`src/rtl/sbus_act_pkg.sv`:
```
package sbus_act_pkg;
  localparam int INFO_W   = 3;
  localparam int NUM_INFO = 5;

  typedef enum logic [INFO_W-1:0] {
    INFO0 = 3'd0,
    INFO1 = 3'd1,
    INFO2 = 3'd2,
    INFO3 = 3'd3,
    INFO4 = 3'd4
  } info_e;

  typedef enum logic [2:0] {
    ST_IDLE    = 3'd0,
    ST_TE_REQ  = 3'd1,
    ST_NT_PEND = 3'd2,
    ST_SYNCED  = 3'd3,
    ST_ACTIVE  = 3'd4
  } act_state_e;
endpackage

```
`src/rtl/sbus_rx_decode.sv`:
```
module sbus_rx_decode
  import sbus_act_pkg::*;
(
  input  logic              sig_det,
  input  logic              sync_ok,
  input  logic [INFO_W-1:0] info,
  output logic [NUM_INFO-1:0] hit
);
  // hit[0]: idle line; hit[k]: Info k received under frame lock
  for (genvar k = 0; k < NUM_INFO; k++) begin : g_hit
    if (k == 0) begin : g_idle
      assign hit[k] = !sig_det;
    end else begin : g_sig
      assign hit[k] = sig_det && sync_ok && (info == INFO_W'(k));
    end
  end
endmodule

```
`src/rtl/sbus_frame_timer.sv`:
```
module sbus_frame_timer #(
  parameter int TIMEOUT_FRAMES = 64
) (
  input  logic clk,
  input  logic rst_n,
  input  logic frame_tick,
  input  logic clear,
  output logic expired
);
  localparam int CW    = $clog2(TIMEOUT_FRAMES + 1);
  localparam int LIMIT = TIMEOUT_FRAMES - 1;

  logic [CW-1:0] cnt_q;

  always_ff @(posedge clk or negedge rst_n) begin
    if (!rst_n) begin
      cnt_q <= '0;
    end else if (clear) begin
      cnt_q <= '0;
    end else if (frame_tick && (cnt_q != CW'(LIMIT))) begin
      cnt_q <= cnt_q + 1'b1;
    end
  end

  assign expired = (cnt_q == CW'(LIMIT));

  assert_tmo_hold_R9: assert property (@(posedge clk) disable iff (!rst_n)
    !frame_tick |=> $stable(cnt_q));
  assert_tmo_step_R9: assert property (@(posedge clk) disable iff (!rst_n)
    (frame_tick && !clear && cnt_q < CW'(LIMIT)) |=> cnt_q == $past(cnt_q) + 1'b1);
endmodule

```
`src/rtl/sbus_act_fsm.sv`:
```
module sbus_act_fsm
  import sbus_act_pkg::*;
#(
  parameter bit IS_NT = 1'b1
) (
  input  logic                clk,
  input  logic                rst_n,
  input  logic                frame_tick,
  input  logic [NUM_INFO-1:0] rx_hit,
  input  logic                rx_abit,
  input  logic                act_req,
  input  logic                deact_req,
  input  logic                tmo_expired,
  output logic                tmo_clear,
  output logic [INFO_W-1:0]   tx_info,
  output logic                tx_abit,
  output logic                activated
);
  act_state_e st_q, st_nxt, idle_exit;
  logic       waiting, lost;
  logic [INFO_W-1:0] code_nxt;

  // role-specific wake-up decision and line code per state
  if (IS_NT) begin : g_nt
    always_comb begin
      idle_exit = ST_IDLE;
      if (act_req || rx_hit[1]) idle_exit = ST_NT_PEND;
    end
    always_comb begin
      unique case (st_nxt)
        ST_NT_PEND: code_nxt = INFO2;
        ST_ACTIVE:  code_nxt = INFO4;
        default:    code_nxt = INFO0;
      endcase
    end
  end else begin : g_te
    always_comb begin
      idle_exit = ST_IDLE;
      if (rx_hit[2])    idle_exit = ST_SYNCED;
      else if (act_req) idle_exit = ST_TE_REQ;
    end
    always_comb begin
      unique case (st_nxt)
        ST_TE_REQ:            code_nxt = INFO1;
        ST_SYNCED, ST_ACTIVE: code_nxt = INFO3;
        default:              code_nxt = INFO0;
      endcase
    end
  end

  assign waiting = (st_q == ST_TE_REQ) || (st_q == ST_NT_PEND) || (st_q == ST_SYNCED);
  assign lost    = ((st_q == ST_SYNCED) || (st_q == ST_ACTIVE)) && rx_hit[0];

  always_comb begin
    st_nxt = st_q;
    if (deact_req) begin
      st_nxt = ST_IDLE;
    end else if (waiting && tmo_expired) begin
      st_nxt = ST_IDLE;
    end else if (lost) begin
      st_nxt = ST_IDLE;
    end else begin
      unique case (st_q)
        ST_IDLE:    st_nxt = idle_exit;
        ST_TE_REQ:  if (rx_hit[2]) st_nxt = ST_SYNCED;
        ST_NT_PEND: if (rx_hit[3]) st_nxt = ST_ACTIVE;
        ST_SYNCED:  if (rx_hit[4]) st_nxt = ST_ACTIVE;
        default:    st_nxt = st_q;
      endcase
    end
  end

  assign tmo_clear = frame_tick && (st_nxt != st_q);

  always_ff @(posedge clk or negedge rst_n) begin
    if (!rst_n) begin
      st_q      <= ST_IDLE;
      tx_info   <= INFO0;
      tx_abit   <= 1'b0;
      activated <= 1'b0;
    end else if (frame_tick) begin
      st_q      <= st_nxt;
      tx_info   <= code_nxt;
      tx_abit   <= IS_NT && (st_nxt == ST_ACTIVE);
      activated <= (st_nxt == ST_ACTIVE) && (IS_NT || rx_abit);
    end
  end

  assert_hold_between_ticks_R2: assert property (@(posedge clk) disable iff (!rst_n)
    !frame_tick |=> ($stable(tx_info) && $stable(activated) && $stable(tx_abit)));
  assert_deact_idle_R7: assert property (@(posedge clk) disable iff (!rst_n)
    (frame_tick && deact_req) |=> (tx_info == INFO0 && !activated && !tx_abit));
  assert_loss_idle_R8: assert property (@(posedge clk) disable iff (!rst_n)
    (frame_tick && st_q == ST_ACTIVE && rx_hit[0]) |=> tx_info == INFO0);
  assert_act_only_active_R6: assert property (@(posedge clk) disable iff (!rst_n)
    activated |-> st_q == ST_ACTIVE);
  assert_abit_with_info4_R4: assert property (@(posedge clk) disable iff (!rst_n)
    tx_abit |-> tx_info == INFO4);
endmodule

```
`src/rtl/sbus_act_ctrl.sv`:
```
module sbus_act_ctrl
  import sbus_act_pkg::*;
#(
  parameter bit IS_NT          = 1'b1,
  parameter int TIMEOUT_FRAMES = 64
) (
  input  logic              clk,
  input  logic              rst_n,
  input  logic              frame_tick,
  input  logic              rx_sig_det,
  input  logic              rx_sync,
  input  logic [INFO_W-1:0] rx_info,
  input  logic              rx_abit,
  input  logic              act_req,
  input  logic              deact_req,
  output logic [INFO_W-1:0] tx_info,
  output logic              tx_abit,
  output logic              activated
);
  logic [NUM_INFO-1:0] rx_hit;
  logic                tmo_clear, tmo_expired;

  sbus_rx_decode u_dec (
    .sig_det (rx_sig_det),
    .sync_ok (rx_sync),
    .info    (rx_info),
    .hit     (rx_hit)
  );

  sbus_frame_timer #(.TIMEOUT_FRAMES(TIMEOUT_FRAMES)) u_tmr (
    .clk        (clk),
    .rst_n      (rst_n),
    .frame_tick (frame_tick),
    .clear      (tmo_clear),
    .expired    (tmo_expired)
  );

  sbus_act_fsm #(.IS_NT(IS_NT)) u_fsm (
    .clk         (clk),
    .rst_n       (rst_n),
    .frame_tick  (frame_tick),
    .rx_hit      (rx_hit),
    .rx_abit     (rx_abit),
    .act_req     (act_req),
    .deact_req   (deact_req),
    .tmo_expired (tmo_expired),
    .tmo_clear   (tmo_clear),
    .tx_info     (tx_info),
    .tx_abit     (tx_abit),
    .activated   (activated)
  );
endmodule

```
`config.mk`:
```
export PLATFORM = sky130hd
export DESIGN_NAME = sbus_act_ctrl
export DESIGN_NICKNAME = d
export VERILOG_FILES = /design/src/rtl/sbus_act_pkg.sv /design/src/rtl/sbus_rx_decode.sv /design/src/rtl/sbus_frame_timer.sv /design/src/rtl/sbus_act_fsm.sv /design/src/rtl/sbus_act_ctrl.sv
export SDC_FILE = /design/constraint.sdc
export NUM_CORES = 1
export LEC_CHECK = 0
export ABC_CLOCK_PERIOD_IN_PS = 2200
export BUFFER_PORTS_ARGS = -buffer_cell sky130_fd_sc_hd__buf_2
export CORE_AREA = 4 4 46 48
export CTS_CLUSTER_SIZE = 25
export DETAILED_ROUTE_END_ITERATION = 6
export DIE_AREA = 0 0 50 52
export PLACE_DENSITY = 0.83
export SYNTH_ARGS = -nofsm -noshare
export SYNTH_HDL_FRONTEND = slang
export SYNTH_SLANG_ARGS = --single-unit
```
`constraint.sdc`:
```
create_clock -name clk -period 2.2 [get_ports clk]
set_input_delay 0.44 -clock clk [delete_from_list [all_inputs] [get_ports clk]]
set_output_delay 0.44 -clock clk [all_outputs]
set_load 0.05 [all_outputs]
```
==> results.md, run 1 <==
* Largest cells by area after synthesis: dfrtp_1, a21oi_1, o21a_1, o21ai_0, inv_1
* Area Overhead vs Synth at 15.3%
* Root buffer selected by CTS: clkbuf_4
* Pin count of the biggest net entering global routing at 13
* Drt pass-1 iters at 4
* Post-Syn Instances at 101
* Remaining DRCs at 0
* Synth area leader: dfrtp_1
* Vias per cell at 5.79
* Leak at 0.463 nW
* Switching pwr at ~220 µW
* Final weighted congestion in routability-driven placement at 0.878
* Hold slack final at 0.0241 ns
* Flop pwr share at 45.4%
* Hold_buf cts at 0
* Worst-path maximum fanout at 7
* First-pass GRT wire length at 3180 µm
* Final Cycle Share at between 90% and 100%
* Total GRT Usage at 16.5%
* Clock network fraction of design power at 27.2%
* Fmax at 482 MHz
* Die area at 2600 µm²
* Comb power frac at between 20% and 30%
* Clk sinks at 12
* Final ANT Viol Nets at 0
* Most common cell in the netlist: dfrtp_1
* Worst-Skew Late Latency at 0.28 ns
* Slowest stage delay, CP at 0.43 ns
* Vias at 817
* Max cap viols at 0
* Warning count from the yosys run at 0
* CP Capture Type: flop
* Clock Skew at between 0.0004 and 0.0005 ns
* Clock transition at the registers of the reported paths at approximately 0.070 ns
* Share of layout cells above drive strength 1 at 26.7%
* DR WL/cell at 13.8 µm
* Min-Delay Path Class: input port to asynchronous set/reset pin
* Flops & latches, synth at 12
* Inst Count DP at 134
* Crit start category: flop
* Post-synthesis cell area at 882 µm²
* Core area at about 1700 µm²
* Post-synth top area share at 34.0%
* Worst EP required at 2.40 ns
* Die height at about 52 µm
* Final setup TNS at 0 ns
* CP Class: flop to flop
* Non-Filler Instances at ~140
* H-tree Lvls at 1
* Nets@finish at 129
* Total grt overflow at 0
* Detail Placement HPWL at 1400 µm
* Site row count at 15
* Initial Util at 51.6%
* CTS tree: yes
* Die Width at 50 µm
* TritonCTS buffer count at 3
* Family with the most delay on the worst path: compound AO/OA/AOI/OAI gates
* Number of synthesized flops with an enable pin at 0
* Primary FF master, synth: dfrtp_1
* Port buffer count at 13
* IO Count at 16
* Total Wirelength at approximately 1900 µm
* Switching Fraction at 33.5%
* Violation count after the first detailed-route iteration at 34
* Buf/Inv on CP at 0
* P per Cell Area at 640 nW/µm²
* Avg Cell Area, Syn at 8.73 µm²
* Number of diodes at 0
* Max VDD drop at 0.000472 V
* Pint at 433 µW
* Post-Syn Nets at 113
* Initial antenna violation count at 0
* Worst EP arrival at around 2.3 ns
* Crit-path cells: ha_4 -> nand4_2 -> nor3_4 -> a221o_1 -> a2bb2oi_1 -> o2111a_2 -> o21ai_0 -> a21oi_1
* Top cells by count, synth: dfrtp_1, inv_1, a21oi_1
* Min cycle time layout at 2.07 ns
* Final setup viols at 0
* Async SR Flop Fraction at 100%
* RSZ-0062 raised after global routing: false
* Sequential area share after synthesis at 34.0%
* Final-report hold violation count at 0
* Library cells used by synthesis at 43
* Final Power at 651 µW
* Vias in the first global route at 781
* Outcome: finished, final reports clean
* Max-slew violations at 0
* Clock Tree Buf Depth at 2
* CP max-delay cell: dfrtp_1
[power by group through the flow]
stage                     combinational, mW  clock [mW]  sequential, mW
after detailed placement              0.158           0           0.291
after global placement                0.149           0           0.288
after global routing                  0.198       0.199           0.300
after floorplan                       0.116           0           0.287
final                                 0.178       0.177           0.296
after CTS                             0.159       0.185           0.287
[flip-flops by register name, indices dropped and copies added (netlist names)]
name	cells
u_fsm.st_q	3
u_tmr.cnt_q	7
u_fsm.tx_info	2
[per-stage QoR]
stage	setup WS [ns]	util (%)	cell area [µm²]
2_1_floorplan	0.331	-	882
3_3_place_gp	0.170	55.4	946
3_5_place_dp	0.132	55.4	946
4_1_cts	0.116	57.5	982
5_1_grt	0.00546	59.6	1020
6_report	0.127	59.6	1020
[area by class of cell]
cell class	count	area, µm²
Sequential cell	12	300
Fill cell	145	691
Timing Repair Buffer	18	103
Tap cell	25	31.3
Clock buffer	4	36.3
Inverter	10	37.5
Multi-Input combinational cell	72	509
[routing by layer]
metal | vias to the layer above | wire length (µm) | track usage [%]
met4 | 0 | 35 | 9.68
li1 | 401 | - | -
met1 | 392 | 867 | 17.5
met3 | 4 | 79 | 5.73
met2 | 20 | 962 | 28.0
met5 | - | 0 | 0
[logic make-up after synthesis]
| family | after synthesis | share of synthesized area [%] |
|---|---|---|
| multiplexers | 3 | 3.69 |
| XOR/XNOR | 2 | 1.99 |
| other | 1 | 0.425 |
| buffers and inverters | 17 | 9.65 |
| AND/OR/NAND/NOR | 31 | 23.4 |
| flip-flops | 12 | 34.0 |
| AO/OA/AOI/OAI | 34 | 25.4 |
| adder cells (fa/ha/maj) | 1 | 1.42 |
[repair_timing]
action,CTS,global route
setup buffers,0,3
setup endpoints to repair,0,2
gates resized for setup,0,2
[cells in the final DEF (no fill, tap or decap), drive strengths merged, types with 2 or more instances in the layout]
master | Yosys | layout
buf | 6 | 18
dfrtp | 12 | 12
inv | 9 | 9
o21ai | 9 | 9
a21oi | 8 | 8
nand2 | 5 | 5
o21a | 5 | 5
nor3 | 5 | 5
nor2 | 4 | 4
clkbuf | 1 | 4
nand3 | 3 | 3
nor2b | 2 | 2
and4bb | 2 | 2
nand4b | 2 | 2
a31oi | 2 | 2
mux2 | 2 | 2
nand4 | 2 | 2
[final timing paths]
path                                       start  slack [ns]                to  cells after the start
worst max register to register    u_tmr.cnt_q[0]        0.13    u_tmr.cnt_q[4]                      8
min in group clk                      frame_tick        0.50    u_tmr.cnt_q[2]                      2
worst min register to register  u_fsm.tx_info[2]        0.51  u_fsm.tx_info[2]                      1
max in group asynchronous                  rst_n        1.97     u_fsm.st_q[0]                      1
worst max-delay path              u_tmr.cnt_q[0]        0.13    u_tmr.cnt_q[4]                      8
worst min-delay path                       rst_n        0.02    u_tmr.cnt_q[5]                      1
Note: power is estimated with default switching activity, not from simulation.
==> inputs of run 2 (changes only) <==
RECOVER_POWER = 25   (was unset)
==> run 2 against run 1 <==
Clock power about the same; maximum frequency barely moved; sequential power hardly changed; critical endpoint unchanged; largest cell class unchanged.
==> results.md, run 2 (same netlist as run 1, synthesis figures left out) <==
* Outcome: finished, final reports clean
* Vias at 817 (unchanged)
* Final Power at 651 µW (about the same)
* Post-place setup slack at 0.132 ns (unchanged)
* Slew HR at between 50% and 60%
* Worst EP required at 2.40 ns (about the same)
* Total grt overflow at 0 (unchanged)
* Initial antenna violation count at 0 (unchanged)
* Finished Cell Area at 1020 µm² (-0.12%)
* First-pass GRT wire length at 3180 µm (unchanged)
* Vias per cell at 5.79 (unchanged)
* Max-slew violations at 0 (unchanged)
* Top flop regs: u_tmr.cnt_q x7, u_fsm.st_q x3, u_fsm.tx_info x2
* Vias in the first global route at 781 (unchanged)
* CP Capture Type: flop
* Worst-path maximum fanout at 7 (unchanged)
* Slew at the pin with the worst max-slew slack at 0.640 ns
* Final core utilization at 59.5% (-0.073 points)
* Die Width at 50 µm (unchanged)
* Nets@finish at 129 (unchanged)
* Total GRT Usage at 16.5% (unchanged)
* Die height at 52 µm (unchanged)
* Biggest register: u_tmr.cnt_q
* H-tree Lvls at 1 (unchanged)
* FF+latch area at 300 µm² (unchanged)
* Non-Filler Instances at 141 (unchanged)
* Hold slack final at 0.152 ns (+0.128 ns)
* Multi-input gate area at 509 µm² (unchanged)
* Number of diodes at 0 (unchanged)
* P per Cell Area at 641 nW/µm² (about the same)
* Initial Util at 51.6% (unchanged)
* Worst-Skew Late Latency at 0.28 ns (about the same)
* Commonest non-fill, non-tap cells in the layout: buf_2, dfrtp_1, inv_1
* Root buffer selected by CTS: clkbuf_4
* Area post-placement at 946 µm² (unchanged)
* Min cycle time layout at 2.07 ns (+0.00000400 ns)
* Clk sinks at 12 (unchanged)
* Total Wirelength at 1950 µm (+0.10%)
* IO Count at 16 (unchanged)
* Post-route setup slack at 0.127 ns (-0.00000400 ns)
* Fmax at 482 MHz (about the same)
* CP max-delay cell: dfrtp_1
* Clock Skew at 0.000392 ns (-0.0000134 ns)
* Final Cycle Share at 94.2% (about the same)
* Final weighted congestion in routability-driven placement at 0.878 (unchanged)
* Remaining DRCs at 0 (unchanged)
* Crit start category: flop
* TritonCTS buffer count at 3 (unchanged)
* Area Overhead vs Synth at 15.2%
* Worst EP arrival at 2.27 ns (about the same)
* Slowest stage delay, CP at 0.43 ns (about the same)
* CP Class: flop to flop
* Share of layout cells above drive strength 1 at 25.9% (-0.86 points)
* Final-report hold violation count at 0 (unchanged)
* Port buffer count at 13 (unchanged)
* Min-Delay Path Class: input port to asynchronous set/reset pin
* Final ANT Viol Nets at 0 (unchanged)
* Core area at 1710 µm² (unchanged)
* Max cap viols at 0 (unchanged)
* Max VDD drop at 0.000472 V (about the same)
* Detail Placement HPWL at 1400 µm (unchanged)
* Hold_buf cts at 0 (unchanged)
* Site row count at 15 (unchanged)
* Inst Count DP at 134 (unchanged)
* Final setup viols at 0 (unchanged)
* Max reg flops at 7 (unchanged)
* RSZ-0062 raised after global routing: false
* Die area at 2600 µm² (unchanged)
* Pin count of the biggest net entering global routing at 13 (unchanged)
* Drt pass-1 iters at 4 (unchanged)
* Clock transition at the registers of the reported paths at 0.07 ns (about the same)
* DR WL/cell at 13.8 µm (+0.10%)
* Leak at 0.461 nW (-0.59%)
* Violation count after the first detailed-route iteration at 34 (unchanged)
* Clock Tree Buf Depth at 2 (unchanged)
* CTS tree: yes
* Layout fillers at 146 (+0.69%)
* Final setup TNS at 0 ns (unchanged)
* Crit-path cells: ha_4 -> nand4_2 -> nor3_4 -> a221o_1 -> a2bb2oi_1 -> o2111a_2 -> o21ai_0 -> a21oi_1
-- run 2: critical path, delay by kind of cell, from the launching register on --
family,cells,cell delay [ns]
compound gates,5,0.93
flops,1,0.43
fa+ha+maj,1,0.18
simple gates,2,0.44
-- run 2: what timing repair did --
item                                    in CTS  in global routing
resized for setup                            0                  2
buffers inserted                             0                  3
endpoints found under the setup margin       0                  2
-- run 2: final timing paths --
kind / startpoint / to / slack [ns] / cells past startpoint
setup / recovery: u_tmr.cnt_q[0] / u_tmr.cnt_q[4] / 0.13 / 8
hold / removal: rst_n / u_tmr.cnt_q[5] / 0.15 / 1
setup reg to reg: u_tmr.cnt_q[0] / u_tmr.cnt_q[4] / 0.13 / 8
hold reg to reg: u_fsm.tx_info[2] / u_fsm.tx_info[2] / 0.51 / 1
max in group asynchronous: rst_n / u_fsm.st_q[0] / 1.64 / 1
min in group clk: frame_tick / u_tmr.cnt_q[2] / 0.50 / 2
-- run 2: routing by layer --
metal | track usage [%] | vias to the layer above | routed length (µm)
met1 | 17.5 | 392 | 868
met2 | 28.0 | 20 | 962
met3 | 5.73 | 4 | 80
met5 | 0 | - | 0
li1 | - | 401 | -
met4 | 9.68 | 0 | 35
-- run 2: final cells by class --
class	instances	share of cell area, %
timing repair buffer	18	9.98
sequential	12	29.6
clock buffer	4	3.57
inverter	10	3.69
tap	25	3.08
multi-input combinational	72	50.1
-- run 2: power breakdown --
part	internal [mW]	switching, mW	total, mW
Combinational	0.0823	0.0957	0.178
Clock	0.101	0.0762	0.177
Sequential	0.250	0.0463	0.296
==> inputs of run 3 (changes only) <==
CELL_PAD_IN_SITES_DETAIL_PLACEMENT = 0   (was unset)
CELL_PAD_IN_SITES_GLOBAL_PLACEMENT = 1   (was unset)
CORE_AREA = 4 4 52 54   (was 4 4 46 48)
DIE_AREA = 0 0 56 58   (was 0 0 50 52)
PLACE_DENSITY = 0.84   (was 0.83)
==> run 3 against run 2 <==
Total power fell by 4.4%; worst hold slack improved by 0.0087 ns; first-iteration DRC count fell by 62%; via count fell by 0.49%; non-clock buffer count did not move; die area rose by 25%; highest routed layer unchanged; critical path type unchanged.
==> results.md, run 3 (same netlist as run 1, synthesis figures left out) <==
* Commonest non-fill, non-tap cells in the layout: buf_2, dfrtp_1, inv_1
* Initial Util at 39.9% (-12 points)
* Worst-Skew Late Latency at 0.27 ns (about the same)
* Die Width at 56 µm (+12%)
* Max VDD drop at 0.000304 V (-36%)
* Final Cycle Share at 92.2% (-2.1 points)
* Pin count of the biggest net entering global routing at 13 (unchanged)
* Flop2flop setup slack at 0.17 ns (+0.05 ns)
* Fmax at 493 MHz (+2.2%)
* Post-route setup slack at 0.172 ns (+0.0454 ns)
* Final weighted congestion in routability-driven placement at 0.771 (-12%)
* Share of layout cells above drive strength 1 at 26.1% (+0.22 points)
* Min-Delay Path Class: input port to asynchronous set/reset pin
* Post-place setup slack at 0.0904 ns (-0.0414 ns)
* H-tree Lvls at 1 (unchanged)
* Total GRT Usage at 13.0% (-3.4 points)
* Hold_buf cts at 0 (unchanged)
* Slew at the pin with the worst max-slew slack at 0.650 ns (+0.00924 ns)
* Max cap viols at 0 (unchanged)
* Detail Placement HPWL at 1510 µm (+8.1%)
* Clk sinks at 12 (unchanged)
* Reg2Reg Depth at 8 (unchanged)
* Clock Tree Buf Depth at 2 (unchanged)
* Final setup viols at 0 (unchanged)
* RSZ-0062 raised after global routing: false
* Nets@finish at 129 (unchanged)
* Biggest register: u_tmr.cnt_q
* Final ANT Viol Nets at 0 (unchanged)
* Vias per cell at 5.69 (-1.9%)
* Crit start category: flop
* Pint at 409 µW (-5.6%)
* Layout fillers at 227 (+55%)
* Root buffer selected by CTS: clkbuf_4
* Max reg flops at 7 (unchanged)
* Outcome: finished, final reports clean
* Max-slew violations at 0 (unchanged)
* Top flop regs: u_tmr.cnt_q x7, u_fsm.st_q x3, u_fsm.tx_info x2
* Clock transition at the registers of the reported paths at 0.07 ns (about the same)
* Inst Count DP at 137 (+2.2%)
* CP Capture Type: flop
* Area Overhead vs Synth at 14.2%
* Switching pwr at 214 µW (-2.0%)
* Switching Fraction at 34.4% (+0.83 points)
* Drt pass-1 iters at 4 (unchanged)
* Vias in the first global route at 766 (-1.9%)
* TritonCTS buffer count at 3 (unchanged)
* Core area at 2210 µm² (+30%)
* Final-report hold violation count at 0 (unchanged)
* Comb power frac at 31.7% (+4.4 points)
* Die height at 58 µm (+12%)
* Worst EP required at 2.40 ns (about the same)
* CP Class: flop to flop
* P per Cell Area at 618 nW/µm² (-3.5%)
* DR WL/cell at 14.2 µm (+2.9%)
* Crit. Startpoint: u_tmr.cnt_q[0]
* Reg-to-reg startpoint: u_tmr.cnt_q[0]
* Min cycle time layout at 2.03 ns (-0.0454 ns)
* Site row count at 17 (+2)
* Die area at 3250 µm² (+25%)
* Flop pwr share at 46.8% (+1.3 points)
* Most common cell after layout, fill and taps aside: buf_2
* Initial antenna violation count at 0 (unchanged)
* Worst-path maximum fanout at 8 (+1)
* Clock network fraction of design power at 21.5% (-5.7 points)
* RR Endpoint: u_tmr.cnt_q[4]
* Violation count after the first detailed-route iteration at 13 (-62%)
* Worst setup path endpoint: u_tmr.cnt_q[4]
* Leak at 0.452 nW (-1.8%)
* CTS tree: yes
* Non-Filler Instances at 143 (+1.4%)
* Number of diodes at 0 (unchanged)
* Remaining DRCs at 0 (unchanged)
* Clock Skew at 0.000950 ns (+0.000558 ns)
* Port buffer count at 13 (unchanged)
* Final setup TNS at 0 ns (unchanged)
* Total Wirelength at 2030 µm (+4.3%)
* Vias at 813 (-0.49%)
* Total grt overflow at 0 (unchanged)
* Worst EP arrival at 2.23 ns (-0.04 ns)
* IO Count at 16 (unchanged)
* First-pass GRT wire length at 3410 µm (+7.2%)
* Slew HR at 56.7% (-0.62 points)
[run 3: cell types whose count changed in the layout (fill, tap and decap cells not counted), sizes merged]
cell / change
clkbuf: -1
[run 3: repair_timing]
| action | 4_1_cts | 5_1_grt |
|---|---|---|
| endpoints found under the setup margin | 0 | 5 |
| buffers inserted | 0 | 3 |
| resized for setup | 0 | 4 |
[run 3: worst min-delay path by stage]
stage	startpoint	to	slack (ns)
final	rst_n	u_tmr.cnt_q[6]	0.16
after global routing	rst_n	u_tmr.cnt_q[6]	0.20
after CTS	rst_n	u_tmr.cnt_q[4]	0.03
after detailed placement	rst_n	u_tmr.cnt_q[6]	0.34
after global placement	rst_n	u_tmr.cnt_q[6]	0.33
after floorplan	rst_n	u_fsm.st_q[0]	0.14
[run 3: per-layer routing]
metal  wire length (µm)  up-vias  share of wire, %  track usage (%)
met5                  0        -                 0                0
met4                 38        0               1.9             6.10
met3                104        5               5.1             2.67
met2                990       20                49             22.4
met1                897      391                44             15.7
li1                   -      397                 -                -
[run 3: worst max-delay path, stage by stage, from the launching register on]
cell       delay (ns)
dfrtp_2          0.40
ha_4             0.17
nand4_2          0.15
nor3_4           0.31
a221o_1          0.22
a2bb2oi_1        0.16
o2111a_2         0.30
o21ai_0          0.11
a21oi_1          0.15
[run 3: cell type report]
cell class	count	area, µm²	share of cell area, %
inverter	10	37.5	3.73
multi-input combinational	72	509	50.6
tap	28	35.0	3.48
clock buffer	3	22.5	2.24
timing repair buffer	18	101	10.1
sequential	12	302	29.9
[run 3: power by group through the flow]
| stage | logic [mW] | clock network, mW | registers (mW) |
|---|---|---|---|
| global route | 0.217 | 0.152 | 0.297 |
| floorplan | 0.116 | 0 | 0.287 |
| finish | 0.197 | 0.134 | 0.292 |
| detailed placement | 0.160 | 0 | 0.290 |
| global placement | 0.152 | 0 | 0.290 |
| CTS | 0.160 | 0.142 | 0.287 |
[run 3: through the flow]
step           hold slack (ns)  power [mW]  instance area (µm²)  utilization, %
3_5_place_dp             0.336       0.450                  950            42.9
6_report                 0.161       0.623                 1010            45.5
5_1_grt                  0.200       0.666                 1010            45.5
4_1_cts                 0.0349       0.589                  972            43.9
3_3_place_gp             0.330       0.442                  950            42.9
2_1_floorplan            0.144       0.403                  882               -
